`config.mk`:
```
export PLATFORM = sky130hd
export DESIGN_NAME = gpf_bank
export DESIGN_NICKNAME = d
export VERILOG_FILES = /design/src/rtl/gpf_pkg.sv /design/src/rtl/gpf_sync.sv /design/src/rtl/gpf_line.sv /design/src/rtl/gpf_regs.sv /design/src/rtl/gpf_bank.sv
export SDC_FILE = /design/constraint.sdc
export NUM_CORES = 1
export LEC_CHECK = 0
export BUFFER_PORTS_ARGS = -buffer_cell sky130_fd_sc_hd__buf_2
export CAP_MARGIN = 20
export CORE_MARGIN = 8
export CORE_UTILIZATION = 40
export DETAILED_ROUTE_END_ITERATION = 8
export PLACE_DENSITY_LB_ADDON = 0.1
export SLEW_MARGIN = 20
export SYNTH_ARGS = -nofsm -noshare
export SYNTH_HDL_FRONTEND = slang
export SYNTH_SLANG_ARGS = --single-unit
export TNS_END_PERCENT = 30
```
`constraint.sdc`:
```
create_clock -name clk -period 1.2 [get_ports clk]
set_input_delay 0.18 -clock clk [delete_from_list [all_inputs] [get_ports clk]]
set_output_delay 0.18 -clock clk [all_outputs]
set_load 0.1 [all_outputs]
```
`src/rtl/gpf_pkg.sv`:
```
package gpf_pkg;
    localparam int unsigned ADDR_W = 2;

    typedef enum logic [ADDR_W-1:0] {
        REG_FSET  = 2'd0,
        REG_FCLR  = 2'd1,
        REG_FSTAT = 2'd2,
        REG_PDAT  = 2'd3
    } reg_addr_e;

    typedef enum logic {
        FLT_LOW  = 1'b0,
        FLT_HIGH = 1'b1
    } flt_state_e;
endpackage

```
`src/rtl/gpf_sync.sv`:
```
module gpf_sync #(
    parameter int unsigned WIDTH  = 8,
    parameter int unsigned STAGES = 2
) (
    input  logic             clk,
    input  logic             rst_n,
    input  logic             clk_en,
    input  logic [WIDTH-1:0] d,
    output logic [WIDTH-1:0] q
);
    localparam int unsigned LAST = STAGES - 1;

    logic [STAGES-1:0][WIDTH-1:0] stg_q;

    always_ff @(posedge clk or negedge rst_n) begin
        if (!rst_n) begin
            stg_q <= '0;
        end else if (clk_en) begin
            stg_q <= {stg_q[STAGES-2:0], d};
        end
    end

    assign q = stg_q[LAST];
endmodule

```
`src/rtl/gpf_line.sv`:
```
module gpf_line
    import gpf_pkg::*;
(
    input  logic clk,
    input  logic rst_n,
    input  logic clk_en,
    input  logic pin,
    output logic neg_smp,
    output logic st_high,
    output logic flt_out
);
    logic       neg_q;
    logic       pos_q;
    logic       out_q;
    flt_state_e state_q;
    flt_state_e state_d;

    // Falling-edge sample stage
    always_ff @(negedge clk or negedge rst_n) begin
        if (!rst_n) begin
            neg_q <= 1'b0;
        end else if (clk_en) begin
            neg_q <= pin;
        end
    end

    // Rising-edge sample kept for the rising-then-falling pair
    always_ff @(posedge clk or negedge rst_n) begin
        if (!rst_n) begin
            pos_q <= 1'b0;
        end else if (clk_en) begin
            pos_q <= pin;
        end
    end

    // State register
    always_ff @(posedge clk or negedge rst_n) begin
        if (!rst_n) begin
            state_q <= FLT_LOW;
        end else if (clk_en) begin
            state_q <= state_d;
        end
    end

    // Next state: RISE_OK and FALL_OK need two consecutive agreeing samples
    always_comb begin
        state_d = state_q;
        unique case (state_q)
            FLT_LOW:  if (neg_q && (pin || pos_q))   state_d = FLT_HIGH;
            FLT_HIGH: if (!neg_q && (!pin || !pos_q)) state_d = FLT_LOW;
            default:  state_d = FLT_LOW;
        endcase
    end

    // Output register: matches the depth of the synchroniser path
    always_ff @(posedge clk or negedge rst_n) begin
        if (!rst_n) begin
            out_q <= 1'b0;
        end else if (clk_en) begin
            out_q <= (state_q == FLT_HIGH);
        end
    end

    assign neg_smp = neg_q;
    assign st_high = (state_q == FLT_HIGH);
    assign flt_out = out_q;
endmodule

```
`src/rtl/gpf_regs.sv`:
```
module gpf_regs
    import gpf_pkg::*;
#(
    parameter int unsigned N = 8
) (
    input  logic              clk,
    input  logic              rst_n,
    input  logic              bus_wr,
    input  logic [ADDR_W-1:0] bus_addr,
    input  logic [N-1:0]      bus_wdata,
    output logic [N-1:0]      fen
);
    logic [N-1:0] fen_q;

    always_ff @(posedge clk or negedge rst_n) begin
        if (!rst_n) begin
            fen_q <= '0;
        end else if (bus_wr && (bus_addr == REG_FSET)) begin
            fen_q <= fen_q | bus_wdata;
        end else if (bus_wr && (bus_addr == REG_FCLR)) begin
            fen_q <= fen_q & ~bus_wdata;
        end
    end

    assign fen = fen_q;
endmodule

```
`src/rtl/gpf_bank.sv`:
```
module gpf_bank
    import gpf_pkg::*;
#(
    parameter int unsigned N = 8
) (
    input  logic         clk,
    input  logic         rst_n,
    input  logic         clk_en,
    input  logic [N-1:0] pin_i,
    input  logic         bus_wr,
    input  logic [1:0]   bus_addr,
    input  logic [N-1:0] bus_wdata,
    output logic [N-1:0] bus_rdata,
    output logic [N-1:0] raw_lvl_o,
    output logic [N-1:0] det_lvl_o
);
    logic [N-1:0] fen;
    logic [N-1:0] sync_vec;
    logic [N-1:0] flt_vec;
    logic [N-1:0] st_vec;
    logic [N-1:0] neg_vec;
    logic [N-1:0] pdat;

    gpf_regs #(.N(N)) i_regs (
        .clk       (clk),
        .rst_n     (rst_n),
        .bus_wr    (bus_wr),
        .bus_addr  (bus_addr),
        .bus_wdata (bus_wdata),
        .fen       (fen)
    );

    gpf_sync #(.WIDTH(N), .STAGES(2)) i_sync (
        .clk    (clk),
        .rst_n  (rst_n),
        .clk_en (clk_en),
        .d      (pin_i),
        .q      (sync_vec)
    );

    for (genvar i = 0; i < N; i++) begin : g_line
        gpf_line i_line (
            .clk     (clk),
            .rst_n   (rst_n),
            .clk_en  (clk_en),
            .pin     (pin_i[i]),
            .neg_smp (neg_vec[i]),
            .st_high (st_vec[i]),
            .flt_out (flt_vec[i])
        );
    end

    assign pdat = (fen & flt_vec) | (~fen & sync_vec);

    always_comb begin
        unique case (reg_addr_e'(bus_addr))
            REG_FSTAT: bus_rdata = fen;
            REG_PDAT:  bus_rdata = pdat;
            default:   bus_rdata = '0;
        endcase
    end

    assign raw_lvl_o = sync_vec;
    assign det_lvl_o = pdat;
endmodule

```
==> results of run 1 <==
==> area by class of cell <==
| type | count | area [µm²] | share of cell area |
|---|---|---|---|
| Sequential cell | 48 | 1230 | 0.351 |
| Multi-Input combinational cell | 116 | 1040 | 0.296 |
| Timing Repair Buffer | 84 | 961 | 0.274 |
| Tap cell | 72 | 90.1 | 0.0256 |
| Inverter | 20 | 77.6 | 0.0221 |
| Clock buffer | 5 | 68.8 | 0.0196 |
| Clock inverter | 3 | 42.5 | 0.0121 |
==> repair_timing <==
action / in CTS / in global routing
endpoints found under the setup margin: 29 / 31
endpoints found under the hold margin: 20 / 0
setup buffers: 4 / 3
gates cloned: 0 / 0
hold buffers: 1 / 0
resized for setup: 17 / 8
pin swaps: 11 / 4
==> final timing paths <==
kind,slack [ns],depth (start not counted),to,startpoint
setup / recovery,-0.31,3,det_lvl_o[3],flop
hold / removal,0.07,2,flop,bus_wdata[1]
setup reg to reg,-0.21,2,g_line[4].i_line.st_high,g_line[4].i_line.neg_smp
hold reg to reg,0.51,1,i_sync.q[6],i_sync.stg_q[6]
max in group asynchronous,0.15,3,g_line[6].i_line.neg_smp,rst_n
min in group asynchronous,0.35,3,i_sync.q[7],rst_n
==> per-stage QoR <==
step	power (mW)	std cells
2_1_floorplan	4.02	192
3_3_place_gp	5.05	332
3_5_place_dp	5.08	332
4_1_cts	6.36	345
5_1_grt	6.63	348
6_report	6.35	348
==> worst max-delay path, cell delays in order (launching register included) <==
cell,delay (ns)
sky130_fd_sc_hd__dfrtp_1,0.41
sky130_fd_sc_hd__buf_4,0.14
sky130_fd_sc_hd__mux2_4,0.31
sky130_fd_sc_hd__buf_12,0.17
==> synth_stat cells <==
cell and instances:
sky130_fd_sc_hd__dfrtp_1 40, sky130_fd_sc_hd__mux2_2 25, sky130_fd_sc_hd__o21ai_0 21, sky130_fd_sc_hd__inv_1 19, sky130_fd_sc_hd__a21oi_1 14, sky130_fd_sc_hd__nand2_1 14
sky130_fd_sc_hd__a22oi_1 8, sky130_fd_sc_hd__dfrtn_1 8, sky130_fd_sc_hd__o21ai_2 8, sky130_fd_sc_hd__a31oi_1 6, sky130_fd_sc_hd__o221ai_1 6, sky130_fd_sc_hd__buf_4 4
sky130_fd_sc_hd__nand3b_1 4, sky130_fd_sc_hd__nor2_1 3, sky130_fd_sc_hd__nor3_1 3, sky130_fd_sc_hd__buf_6 2, sky130_fd_sc_hd__o221ai_2 2, sky130_fd_sc_hd__a311oi_1 1
sky130_fd_sc_hd__buf_2 1, sky130_fd_sc_hd__clkbuf_1 1, sky130_fd_sc_hd__inv_4 1, sky130_fd_sc_hd__nor2b_4 1
==> cell families after synthesis <==
group	count (synthesis)	synth area share
flip-flops	48	0.551
multiplexers	25	0.129
buffers and inverters	28	0.0638
AND/OR/NAND/NOR	25	0.0563
AO/OA/AOI/OAI	66	0.199
==> per-layer routing <==
layer,routed length (µm),vias to the layer above,part of all wire
li1,-,859,-
met1,2470,837,0.47
met2,2450,35,0.47
met3,270,2,0.052
met4,19,0,0.0036
met5,0,-,0
==> where the power goes <==
group | total (mW) | leakage (nW) | internal (mW) | switching, mW
logic | 3.01 | 0.925 | 1.25 | 1.76
clock network | 1.16 | 0.0541 | 0.617 | 0.546
registers | 2.18 | 0.554 | 1.91 | 0.265
total | 6.35 | 1.53 | 3.78 | 2.57
==> tab_implementation.tex, run 1 <==
\begin{tabular}{lr}
\hline
Metric & Value \\
\hline
\multicolumn{2}{l}{\textbf{Outcome}} \\
\quad Status & complete, but fails checks \\
\quad Violations in the final reports & negative setup slack \\
\multicolumn{2}{l}{\textbf{Setup path}} \\
\quad Worst Path Required & 1.02 ns \\
\quad Top fanout value on the critical path & 3 \\
\quad Startpoint Class & flop \\
\quad Worst endpoint data arrival time & 1.33 ns \\
\quad Critical Setup Path Class & reg -> out \\
\quad Crit. End Element & primary output \\
\multicolumn{2}{l}{\textbf{Clock tree}} \\
\quad Clock tree from TritonCTS & done \\
\quad Cell at the root of the clock tree & sky130\_fd\_sc\_hd\_\_clkbuf\_8 \\
\quad Clock latency on the worst-skew pair & 0.30 ns \\
\quad Clk pin slew, worst setup/hold paths & 0.09 ns \\
\quad H-tree level count & 2 \\
\quad Clock Sink Count & 48 \\
\quad Number of buffers created by CTS & 5 \\
\quad Maximum buffer depth of the clock tree & 2 \\
\multicolumn{2}{l}{\textbf{STA}} \\
\quad Worst Skew & 0.00366 ns \\
\quad Count of endpoints failing hold in the final timing report & 0 \\
\quad Setup repair after global routing missed its margin & true \\
\quad Slew HR & 0.811 \\
\quad Fin crit share & 1.26 \\
\quad Transition time of the tightest slew-check pin & 0.283 ns \\
\quad Max-slew violation count & 0 \\
\quad Worst hold slack after final layout & 0.0723 ns \\
\quad Top achievable clock speed & 0.660 GHz \\
\quad Min setup slack post-route & -0.315 ns \\
\quad Final setup viols & 31 \\
\quad Final critical-path required period & 1.51 ns \\
\quad Setup\_tns & -6.10 ns \\
\multicolumn{2}{l}{\textbf{Place}} \\
\quad Post-detailed-placement cell area & 3260 µm² \\
\quad Half-perimeter wire length of the detailed placement result & 3810 µm \\
\quad Buffers added on ports & 45 \\
\quad Placement-stage worst setup slack & -0.239 ns \\
\quad Routability congestion estimate & 0.730 \\
\multicolumn{2}{l}{\textbf{Logic synthesis}} \\
\quad Most area-consuming cells after synthesis & sky130\_fd\_sc\_hd\_\_dfrtp\_1, sky130\_fd\_sc\_hd\_\_mux2\_2, sky130\_fd\_sc\_hd\_\_dfrtn\_1 \\
\quad Number of register bits inferred by synthesis & 48 \\
\quad Area share of the leading cell type in the synthesized netlist & 0.460 \\
\quad Area of the mapped netlist & 2180 µm² \\
\quad Synthesized netlist cell count & 192 \\
\quad Share of the yosys chip area belonging to registers & 0.551 \\
\quad Number of nets in the synthesized netlist & 214 \\
\quad Synthesized area per cell & 11.3 µm² \\
\quad Synth warnings & 0 \\
\quad Biggest area consumer among synthesized cells & sky130\_fd\_sc\_hd\_\_dfrtp\_1 \\
\quad Unique masters post-synth & 22 \\
\multicolumn{2}{l}{\textbf{Finish}} \\
\quad Number of filler cells placed in the layout & 419 \\
\quad Leading cell types in the layout, fill and taps excluded & sky130\_fd\_sc\_hd\_\_dfrtp\_1, sky130\_fd\_sc\_hd\_\_buf\_12, sky130\_fd\_sc\_hd\_\_buf\_4, sky130\_fd\_sc\_hd\_\_buf\_2, sky130\_fd\_sc\_hd\_\_inv\_1 \\
\quad Layout net count & 297 \\
\quad Antenna fix cells & 0 \\
\quad Most frequent standard cell in the layout excluding fill and tap cells & sky130\_fd\_sc\_hd\_\_dfrtp\_1 \\
\quad Growth of design area from synthesis to finish & 61.3\% \\
\quad Post-route cell area & 3510 µm² \\
\quad Fraction of layout instances using a drive strength above 1 & 0.569 \\
\quad Utilization after layout & 0.654 \\
\multicolumn{2}{l}{\textbf{Power}} \\
\quad Max rail drop VDD & 0.000893 V \\
\quad Leak Pwr & 1.53 nW \\
\quad Power density normalized to cell area & 1810 nW/µm² \\
\multicolumn{2}{l}{\textbf{Global routing}} \\
\quad Vias in the first global route & 1905 \\
\quad Global-route wire length before repair & 9030 µm \\
\quad Fraction of met3 tracks used by global routing & 0.0474 \\
\quad Sum of overflow across all layers after global routing & 0 \\
\quad Met1 capacity usage during global routing & 0.165 \\
\quad Global router's overall resource usage & 0.135 \\
\quad Antenna violations before repair & 0 \\
\quad Maximum number of pins on one net before global-route repair & 31 \\
\quad Met2 Usage GRT & 0.221 \\
\quad Routing layer with the top usage in global route & met2 \\
\multicolumn{2}{l}{\textbf{Die}} \\
\quad CORE AREA & 5370 µm² \\
\quad Top-level I/O count & 46 \\
\quad Die Outline Area & 8060 µm² \\
\quad Row count & 27 \\
\quad DIE HEIGHT & 89.8 µm \\
\quad Chip width & 89.8 µm \\
\quad Initial cell density of the core & 0.406 \\
\multicolumn{2}{l}{\textbf{Route}} \\
\quad Residual DRC count & 0 \\
\quad Via total after detailed routing & 1733 \\
\quad Final ANT Viol Nets & 0 \\
\quad Detail-routed via count per cell & 4.98 \\
\quad Iteration-0 DRC count of the detailed router & 41 \\
\quad Total Wirelength & 5210 µm \\
\quad Number of iterations in the first detailed-routing pass & 4 \\
\quad Average wire length per cell after detail routing & 15.0 µm \\
\multicolumn{2}{l}{\textbf{Run}} \\
\quad Count of max-cap constraint violations & 0 \\
\multicolumn{2}{l}{\textbf{Worst hold path}} \\
\quad Class of the most critical hold timing path & in -> reg \\
\hline
\end{tabular}
Note: power is estimated with default switching activity, not from simulation.
==> run 2: changes to the inputs <==
REMOVE_ABC_BUFFERS = 1   (was not set)
==> run 2 against run 1 <==
The run still ends with negative setup slack left. Worst hold slack worse by 0.00069 ns. Sequential cell count unchanged. Clock power about the same. Routed wire length up 1.8%. Sequential share of layout area up 0.19 points. Register-to-register slack better by 0.02 ns. Critical endpoint is now bus_rdata[7]. Clock skew up 0.0022 ns. Non-clock buffer count up 8. Utilization down 2.1 points. Largest cell class unchanged.
==> tab_implementation.tex, run 2 (synthesized netlist as in run 1, its figures left out) <==
\begin{tabular}{lr}
\hline
Metric & Value \\
\hline
\multicolumn{2}{l}{\textbf{Setup path}} \\
\quad Top fanout value on the critical path & 4 (was 3) \\
\quad Worst R2R End & g\_line[1].i\_line.st\_high (was g\_line[4].i\_line.st\_high) \\
\quad Worst setup endpoint & bus\_rdata[7] (was det\_lvl\_o[3]) \\
\quad R2r startpoint & g\_line[1].i\_line.neg\_smp (was g\_line[4].i\_line.neg\_smp) \\
\quad Critical Setup Path Class & reg -> out (unchanged) \\
\quad Crit. End Element & primary output (unchanged) \\
\quad Startpoint Class & flop (unchanged) \\
\quad Number of cells on the worst reg-to-reg path & 2 (unchanged) \\
\quad Worst endpoint data arrival time & 1.34 ns (was 1.33 ns) \\
\quad Setup slack of the most critical reg-to-reg path & -0.19 ns (was -0.21 ns) \\
\quad Worst Path Required & 1.02 ns (about the same) \\
\multicolumn{2}{l}{\textbf{Global routing}} \\
\quad Met1 capacity usage during global routing & 0.175 (was 0.165) \\
\quad Antenna violations before repair & 0 (unchanged) \\
\quad Sum of overflow across all layers after global routing & 0 (unchanged) \\
\quad Maximum number of pins on one net before global-route repair & 28 (was 31) \\
\quad Vias in the first global route & 1880 (was 1905) \\
\quad Global-route wire length before repair & 9270 µm (was 9030 µm) \\
\quad Routing layer with the top usage in global route & met2 (unchanged) \\
\quad Global router's overall resource usage & 0.139 (was 0.135) \\
\quad Fraction of met3 tracks used by global routing & 0.0308 (was 0.0474) \\
\quad Met2 Usage GRT & 0.226 (was 0.221) \\
\multicolumn{2}{l}{\textbf{Place}} \\
\quad Buffers added on ports & 45 (unchanged) \\
\quad Half-perimeter wire length of the detailed placement result & 4000 µm (was 3810 µm) \\
\quad Inst Count DP & 345 (was 332) \\
\quad Routability congestion estimate & 0.806 (was 0.730) \\
\quad Placement-stage worst setup slack & -0.215 ns (was -0.239 ns) \\
\multicolumn{2}{l}{\textbf{Route}} \\
\quad Total Wirelength & 5310 µm (was 5210 µm) \\
\quad Via total after detailed routing & 1782 (was 1733) \\
\quad Average wire length per cell after detail routing & 14.9 µm (was 15.0 µm) \\
\quad Detail-routed via count per cell & 5.01 (was 4.98) \\
\quad Residual DRC count & 0 (unchanged) \\
\quad Final ANT Viol Nets & 0 (unchanged) \\
\quad Number of iterations in the first detailed-routing pass & 4 (unchanged) \\
\quad Iteration-0 DRC count of the detailed router & 45 (was 41) \\
\multicolumn{2}{l}{\textbf{Finish}} \\
\quad Growth of design area from synthesis to finish & 56.2\% (was 61.3\%) \\
\quad Fraction of layout instances using a drive strength above 1 & 0.525 (was 0.569) \\
\quad Leading cell types in the layout, fill and taps excluded & sky130\_fd\_sc\_hd\_\_dfrtp\_1, sky130\_fd\_sc\_hd\_\_buf\_4, sky130\_fd\_sc\_hd\_\_buf\_12, sky130\_fd\_sc\_hd\_\_o21ai\_0, sky130\_fd\_sc\_hd\_\_buf\_2 (was sky130\_fd\_sc\_hd\_\_dfrtp\_1, sky130\_fd\_sc\_hd\_\_buf\_12, sky130\_fd\_sc\_hd\_\_buf\_4, sky130\_fd\_sc\_hd\_\_buf\_2, sky130\_fd\_sc\_hd\_\_inv\_1) \\
\quad Antenna fix cells & 0 (unchanged) \\
\quad Final non-filler cell total & 356 (was 348) \\
\quad Most frequent standard cell in the layout excluding fill and tap cells & sky130\_fd\_sc\_hd\_\_dfrtp\_1 (unchanged) \\
\quad Layout net count & 305 (was 297) \\
\multicolumn{2}{l}{\textbf{STA}} \\
\quad Final critical-path required period & 1.52 ns (was 1.51 ns) \\
\quad Worst Skew & 0.00584 ns (was 0.00366 ns) \\
\quad Slew HR & 0.740 (was 0.811) \\
\quad Final setup viols & 24 (was 31) \\
\quad Max-slew violation count & 0 (unchanged) \\
\quad Count of endpoints failing hold in the final timing report & 0 (unchanged) \\
\quad Transition time of the tightest slew-check pin & 0.390 ns (was 0.283 ns) \\
\quad Min setup slack post-route & -0.322 ns (was -0.315 ns) \\
\quad Top achievable clock speed & 0.657 GHz (was 0.660 GHz) \\
\quad Worst hold slack after final layout & 0.0716 ns (was 0.0723 ns) \\
\quad Fin crit share & 1.27 (was 1.26) \\
\quad Setup\_tns & -5.48 ns (was -6.10 ns) \\
\quad Setup repair after global routing missed its margin & true (unchanged) \\
\multicolumn{2}{l}{\textbf{Run}} \\
\quad Count of max-cap constraint violations & 0 (unchanged) \\
\multicolumn{2}{l}{\textbf{Die}} \\
\quad DIE HEIGHT & 89.8 µm (unchanged) \\
\quad Row count & 27 (unchanged) \\
\quad CORE AREA & 5370 µm² (unchanged) \\
\quad Initial cell density of the core & 0.406 (unchanged) \\
\quad Chip width & 89.8 µm (unchanged) \\
\quad Top-level I/O count & 46 (unchanged) \\
\quad Die Outline Area & 8060 µm² (unchanged) \\
\multicolumn{2}{l}{\textbf{Clock tree}} \\
\quad Clock latency on the worst-skew pair & 0.30 ns (about the same) \\
\quad Cell at the root of the clock tree & sky130\_fd\_sc\_hd\_\_clkbuf\_8 (unchanged) \\
\quad Maximum buffer depth of the clock tree & 2 (unchanged) \\
\quad Clk pin slew, worst setup/hold paths & 0.09 ns (about the same) \\
\quad H-tree level count & 2 (unchanged) \\
\quad Clock Sink Count & 48 (unchanged) \\
\quad Clock tree from TritonCTS & done (unchanged) \\
\quad Number of buffers created by CTS & 5 (unchanged) \\
\multicolumn{2}{l}{\textbf{Worst hold path}} \\
\quad Class of the most critical hold timing path & in -> reg (unchanged) \\
\multicolumn{2}{l}{\textbf{Power}} \\
\quad Max rail drop VDD & 0.00102 V (was 0.000893 V) \\
\quad Leak Pwr & 1.55 nW (was 1.53 nW) \\
\quad Power density normalized to cell area & 1820 nW/µm² (was 1810 nW/µm²) \\
\multicolumn{2}{l}{\textbf{Outcome}} \\
\quad Status & complete, but fails checks (unchanged) \\
\quad Violations in the final reports & negative setup slack (unchanged) \\
\hline
\end{tabular}
## run 2: cell types whose count changed in the layout (fill, tap and decap cells not counted), sizes merged
cell / previous run / this run
buf: 83 / 91
clkbuf: 5 / 6
clkinvlp: 1 / 0
## run 2: critical path, cell delays in order (launching register included)
cell	delay, ns
sky130_fd_sc_hd__dfrtp_1	0.43
sky130_fd_sc_hd__a311oi_2	0.28
sky130_fd_sc_hd__buf_4	0.16
sky130_fd_sc_hd__buf_12	0.16
## run 2: final cells by class
cell class / count / area (µm²)
Clock buffer: 6 / 72.6
Clock inverter: 2 / 35.0
Fill cell: 430 / 1970
Inverter: 20 / 77.6
Multi-Input combinational cell: 116 / 922
Sequential cell: 48 / 1200
Tap cell: 72 / 90.1
Timing Repair Buffer: 92 / 1000
## run 2: worst min path at each step
stage,startpoint,endpoint,cells past startpoint
after floorplan,rst_n,async pin,0
after global placement,rst_n,i_sync.q[3],2
after detailed placement,rst_n,i_sync.stg_q[6],2
after CTS,bus_wdata[3],flop,2
after global routing,bus_wdata[3],flop,2
final,bus_wdata[3],flop,2
## run 2: repair_timing
item / 4_1_cts / 5_1_grt
hold endpoints to repair: 14 / 0
gates resized for setup: 13 / 18
hold buffers: 1 / 0
endpoints found under the setup margin: 26 / 32
buffers inserted: 0 / 2
pin swaps: 13 / 8
## run 2: routing by layer
metal	share of wire	vias up
met5	0	-
li1	-	880
met3	0.046	7
met1	0.46	856
met4	0.012	0
met2	0.48	39
## run 2: through the flow
step	area (µm²)	total power, mW	util
after floorplan	2120	3.78	-
after global placement	3150	4.91	0.586
after detailed placement	3150	4.95	0.586
after CTS	3320	6.17	0.618
after global routing	3400	6.46	0.633
final	3400	6.20	0.633
## run 2: power breakdown
part / leakage [nW] / internal, mW / total (mW) / switching (mW)
registers: 0.565 / 1.89 / 2.13 / 0.243
logic: 0.934 / 1.22 / 2.94 / 1.72
clock network: 0.0552 / 0.618 / 1.13 / 0.508
total: 1.55 / 3.72 / 6.20 / 2.47
==> run 3: changes to the inputs <==
GPL_TIMING_DRIVEN = 0   (was not set)
==> run 3 against run 2 <==
First-iteration DRC count unchanged. Highest routed layer unchanged. Non-clock buffer count fell by 46. The flow finishes with violations (negative hold slack, negative setup slack). Clock power rose by 5%. Largest power group unchanged. Sequential share of layout area grew 7.7 points. Critical path depth is 1 lower. Power fell by 8.8%. Die area stayed put. Final cell count decreased by 13%. Worst setup slack got worse by 0.030 ns. Via count is 9.4% lower.
==> tab_implementation.tex, run 3 (synthesized netlist as in run 1, its figures left out) <==
\begin{tabular}{lr}
\hline
Metric & Value \\
\hline
\multicolumn{2}{l}{\textbf{Power}} \\
\quad Sequential share of power & 0.375 (was 0.343) \\
\quad Switching power as a share of total power & 0.426 (was 0.399) \\
\quad Total internal power & 3.24 mW (was 3.72 mW) \\
\quad Max rail drop VDD & 0.00100 V (was 0.00102 V) \\
\quad Overall Power & 5.65 mW (was 6.20 mW) \\
\quad Share of total power in the clock network & 0.210 (was 0.182) \\
\quad Net switching power & 2.41 mW (was 2.47 mW) \\
\quad Share of total power in combinational logic & 0.415 (was 0.475) \\
\quad Power density normalized to cell area & 2020 nW/µm² (was 1820 nW/µm²) \\
\quad Leak Pwr & 1.23 nW (was 1.55 nW) \\
\multicolumn{2}{l}{\textbf{Route}} \\
\quad Residual DRC count & 0 (unchanged) \\
\quad Number of iterations in the first detailed-routing pass & 4 (unchanged) \\
\quad Total Wirelength & 4870 µm (was 5310 µm) \\
\quad Final ANT Viol Nets & 0 (unchanged) \\
\quad Iteration-0 DRC count of the detailed router & 45 (unchanged) \\
\quad Detail-routed via count per cell & 5.21 (was 5.01) \\
\quad Via total after detailed routing & 1615 (was 1782) \\
\quad Average wire length per cell after detail routing & 15.7 µm (was 14.9 µm) \\
\multicolumn{2}{l}{\textbf{STA}} \\
\quad Count of endpoints failing hold in the final timing report & 40 (was 0) \\
\quad Slew HR & 0.586 (was 0.740) \\
\quad Worst hold slack after final layout & -0.126 ns (was 0.0716 ns) \\
\quad Max-slew violation count & 0 (unchanged) \\
\quad Setup repair after global routing missed its margin & true (unchanged) \\
\quad Transition time of the tightest slew-check pin & 0.621 ns (was 0.390 ns) \\
\quad Final setup viols & 25 (was 24) \\
\quad Top achievable clock speed & 0.644 GHz (was 0.657 GHz) \\
\quad Fin crit share & 1.29 (was 1.27) \\
\quad Min setup slack post-route & -0.352 ns (was -0.322 ns) \\
\quad Worst Skew & 0.00332 ns (was 0.00584 ns) \\
\quad Final critical-path required period & 1.55 ns (was 1.52 ns) \\
\multicolumn{2}{l}{\textbf{Die}} \\
\quad Chip width & 89.8 µm (unchanged) \\
\quad Initial cell density of the core & 0.406 (unchanged) \\
\quad Top-level I/O count & 46 (unchanged) \\
\quad Die Outline Area & 8060 µm² (unchanged) \\
\quad Row count & 27 (unchanged) \\
\quad DIE HEIGHT & 89.8 µm (unchanged) \\
\quad CORE AREA & 5370 µm² (unchanged) \\
\multicolumn{2}{l}{\textbf{Finish}} \\
\quad Number of filler cells placed in the layout & 485 (was 430) \\
\quad Antenna fix cells & 0 (unchanged) \\
\quad Fraction of layout instances using a drive strength above 1 & 0.416 (was 0.525) \\
\quad Leading cell types in the layout, fill and taps excluded & sky130\_fd\_sc\_hd\_\_dfrtp\_1, sky130\_fd\_sc\_hd\_\_mux2\_2, sky130\_fd\_sc\_hd\_\_o21ai\_0, sky130\_fd\_sc\_hd\_\_inv\_1, sky130\_fd\_sc\_hd\_\_buf\_6 (was sky130\_fd\_sc\_hd\_\_dfrtp\_1, sky130\_fd\_sc\_hd\_\_buf\_4, sky130\_fd\_sc\_hd\_\_buf\_12, sky130\_fd\_sc\_hd\_\_o21ai\_0, sky130\_fd\_sc\_hd\_\_buf\_2) \\
\quad Final non-filler cell total & 310 (was 356) \\
\quad Most frequent standard cell in the layout excluding fill and tap cells & sky130\_fd\_sc\_hd\_\_dfrtp\_1 (unchanged) \\
\quad Utilization after layout & 0.520 (was 0.633) \\
\quad Layout net count & 259 (was 305) \\
\quad Growth of design area from synthesis to finish & 28.3\% (was 56.2\%) \\
\multicolumn{2}{l}{\textbf{Clock tree}} \\
\quad Number of buffers created by CTS & 5 (unchanged) \\
\quad H-tree level count & 2 (unchanged) \\
\quad Clock latency on the worst-skew pair & 0.30 ns (about the same) \\
\quad Clock Sink Count & 48 (unchanged) \\
\quad Maximum buffer depth of the clock tree & 2 (unchanged) \\
\quad Clock tree from TritonCTS & done (unchanged) \\
\quad Clk pin slew, worst setup/hold paths & 0.09 ns (about the same) \\
\quad Cell at the root of the clock tree & sky130\_fd\_sc\_hd\_\_clkbuf\_8 (unchanged) \\
\multicolumn{2}{l}{\textbf{Run}} \\
\quad Count of max-cap constraint violations & 0 (unchanged) \\
\multicolumn{2}{l}{\textbf{Global routing}} \\
\quad Sum of overflow across all layers after global routing & 0 (unchanged) \\
\quad Antenna violations before repair & 0 (unchanged) \\
\quad Global router's overall resource usage & 0.121 (was 0.139) \\
\quad Vias in the first global route & 1611 (was 1880) \\
\quad Maximum number of pins on one net before global-route repair & 51 (was 28) \\
\quad Global-route wire length before repair & 8110 µm (was 9270 µm) \\
\multicolumn{2}{l}{\textbf{Place}} \\
\quad Routability congestion estimate & 0.696 (was 0.806) \\
\quad Half-perimeter wire length of the detailed placement result & 3130 µm (was 4000 µm) \\
\quad Inst Count DP & 301 (was 345) \\
\quad Buffers added on ports & 45 (unchanged) \\
\multicolumn{2}{l}{\textbf{Setup path}} \\
\quad R2r startpoint & g\_line[2].i\_line.neg\_smp (was g\_line[1].i\_line.neg\_smp) \\
\quad Setup slack of the most critical reg-to-reg path & -0.19 ns (about the same) \\
\quad Critical Setup Path Class & reg -> out (unchanged) \\
\quad Worst endpoint data arrival time & 1.37 ns (was 1.34 ns) \\
\quad Startpoint Class & flop (unchanged) \\
\quad Top fanout value on the critical path & 4 (unchanged) \\
\quad Worst Path Required & 1.02 ns (about the same) \\
\quad Crit. End Element & primary output (unchanged) \\
\quad Worst R2R End & g\_line[2].i\_line.st\_high (was g\_line[1].i\_line.st\_high) \\
\quad Number of cells on the worst reg-to-reg path & 2 (unchanged) \\
\multicolumn{2}{l}{\textbf{Worst hold path}} \\
\quad Class of the most critical hold timing path & in -> async (was in -> reg) \\
\multicolumn{2}{l}{\textbf{Outcome}} \\
\quad Status & complete, but fails checks (unchanged) \\
\quad Violations in the final reports & negative hold slack, negative setup slack (was negative setup slack) \\
\hline
\end{tabular}
-- run 3: repair_timing --
item / CTS / global route
buffers inserted: 0 / 1
pin swaps: 14 / 2
gates cloned: 0 / 0
resized for setup: 53 / 18
endpoints found under the hold margin: 40 / 40
setup endpoints to repair: 48 / 30
-- run 3: through the flow --
stage,setup slack [ns],setup TNS [ns],cell area (µm²)
2_1_floorplan,-2.43,-21.55,2120
3_3_place_gp,-0.693,-18.75,2430
3_5_place_dp,-0.712,-18.63,2430
4_1_cts,-0.343,-5.80,2720
5_1_grt,-0.426,-6.90,2800
6_report,-0.352,-5.50,2800
-- run 3: power groups by stage --
stage                     Combinational, mW  Clock, mW  Sequential (mW)
after floorplan                        1.42          0             2.36
after global placement                 2.00          0             2.13
after detailed placement               2.01          0             2.14
after CTS                              2.27       1.21             2.11
after global routing                   2.44       1.28             2.17
final                                  2.34       1.19             2.12
-- run 3: worst max path at each step --
stage | from | end | slack [ns]
finish | flop | bus_rdata[7] | -0.35
global route | i_sync.q[7] | bus_rdata[7] | -0.43
CTS | flop | bus_rdata[7] | -0.34
detailed placement | clk_en | g_line[6].i_line.neg_smp | -0.71
global placement | clk_en | g_line[3].i_line.neg_smp | -0.69
floorplan | i_sync.q[7] | bus_rdata[7] | -2.43
-- run 3: final cells by class --
class / count / area [µm²] / share of cell area
timing repair buffer: 46 / 435 / 0.156
sequential: 48 / 1200 / 0.430
multi-input combinational: 116 / 878 / 0.314
clock inverter: 3 / 42.5 / 0.0152
clock buffer: 5 / 68.8 / 0.0246
inverter: 20 / 77.6 / 0.0278
tap: 72 / 90.1 / 0.0322
-- run 3: metal layers --
metal	routed length, µm	vias up	global-route usage
met1	2380	782	0.164
met2	2180	39	0.181
met5	0	-	0
li1	-	789	-
met3	261	5	0.0391
met4	51	0	0.0324
-- run 3: critical path, stage by stage (launching register included) --
cell and delay (ns):
sky130_fd_sc_hd__dfrtp_1 0.43, sky130_fd_sc_hd__a311oi_2 0.36, sky130_fd_sc_hd__buf_6 0.28
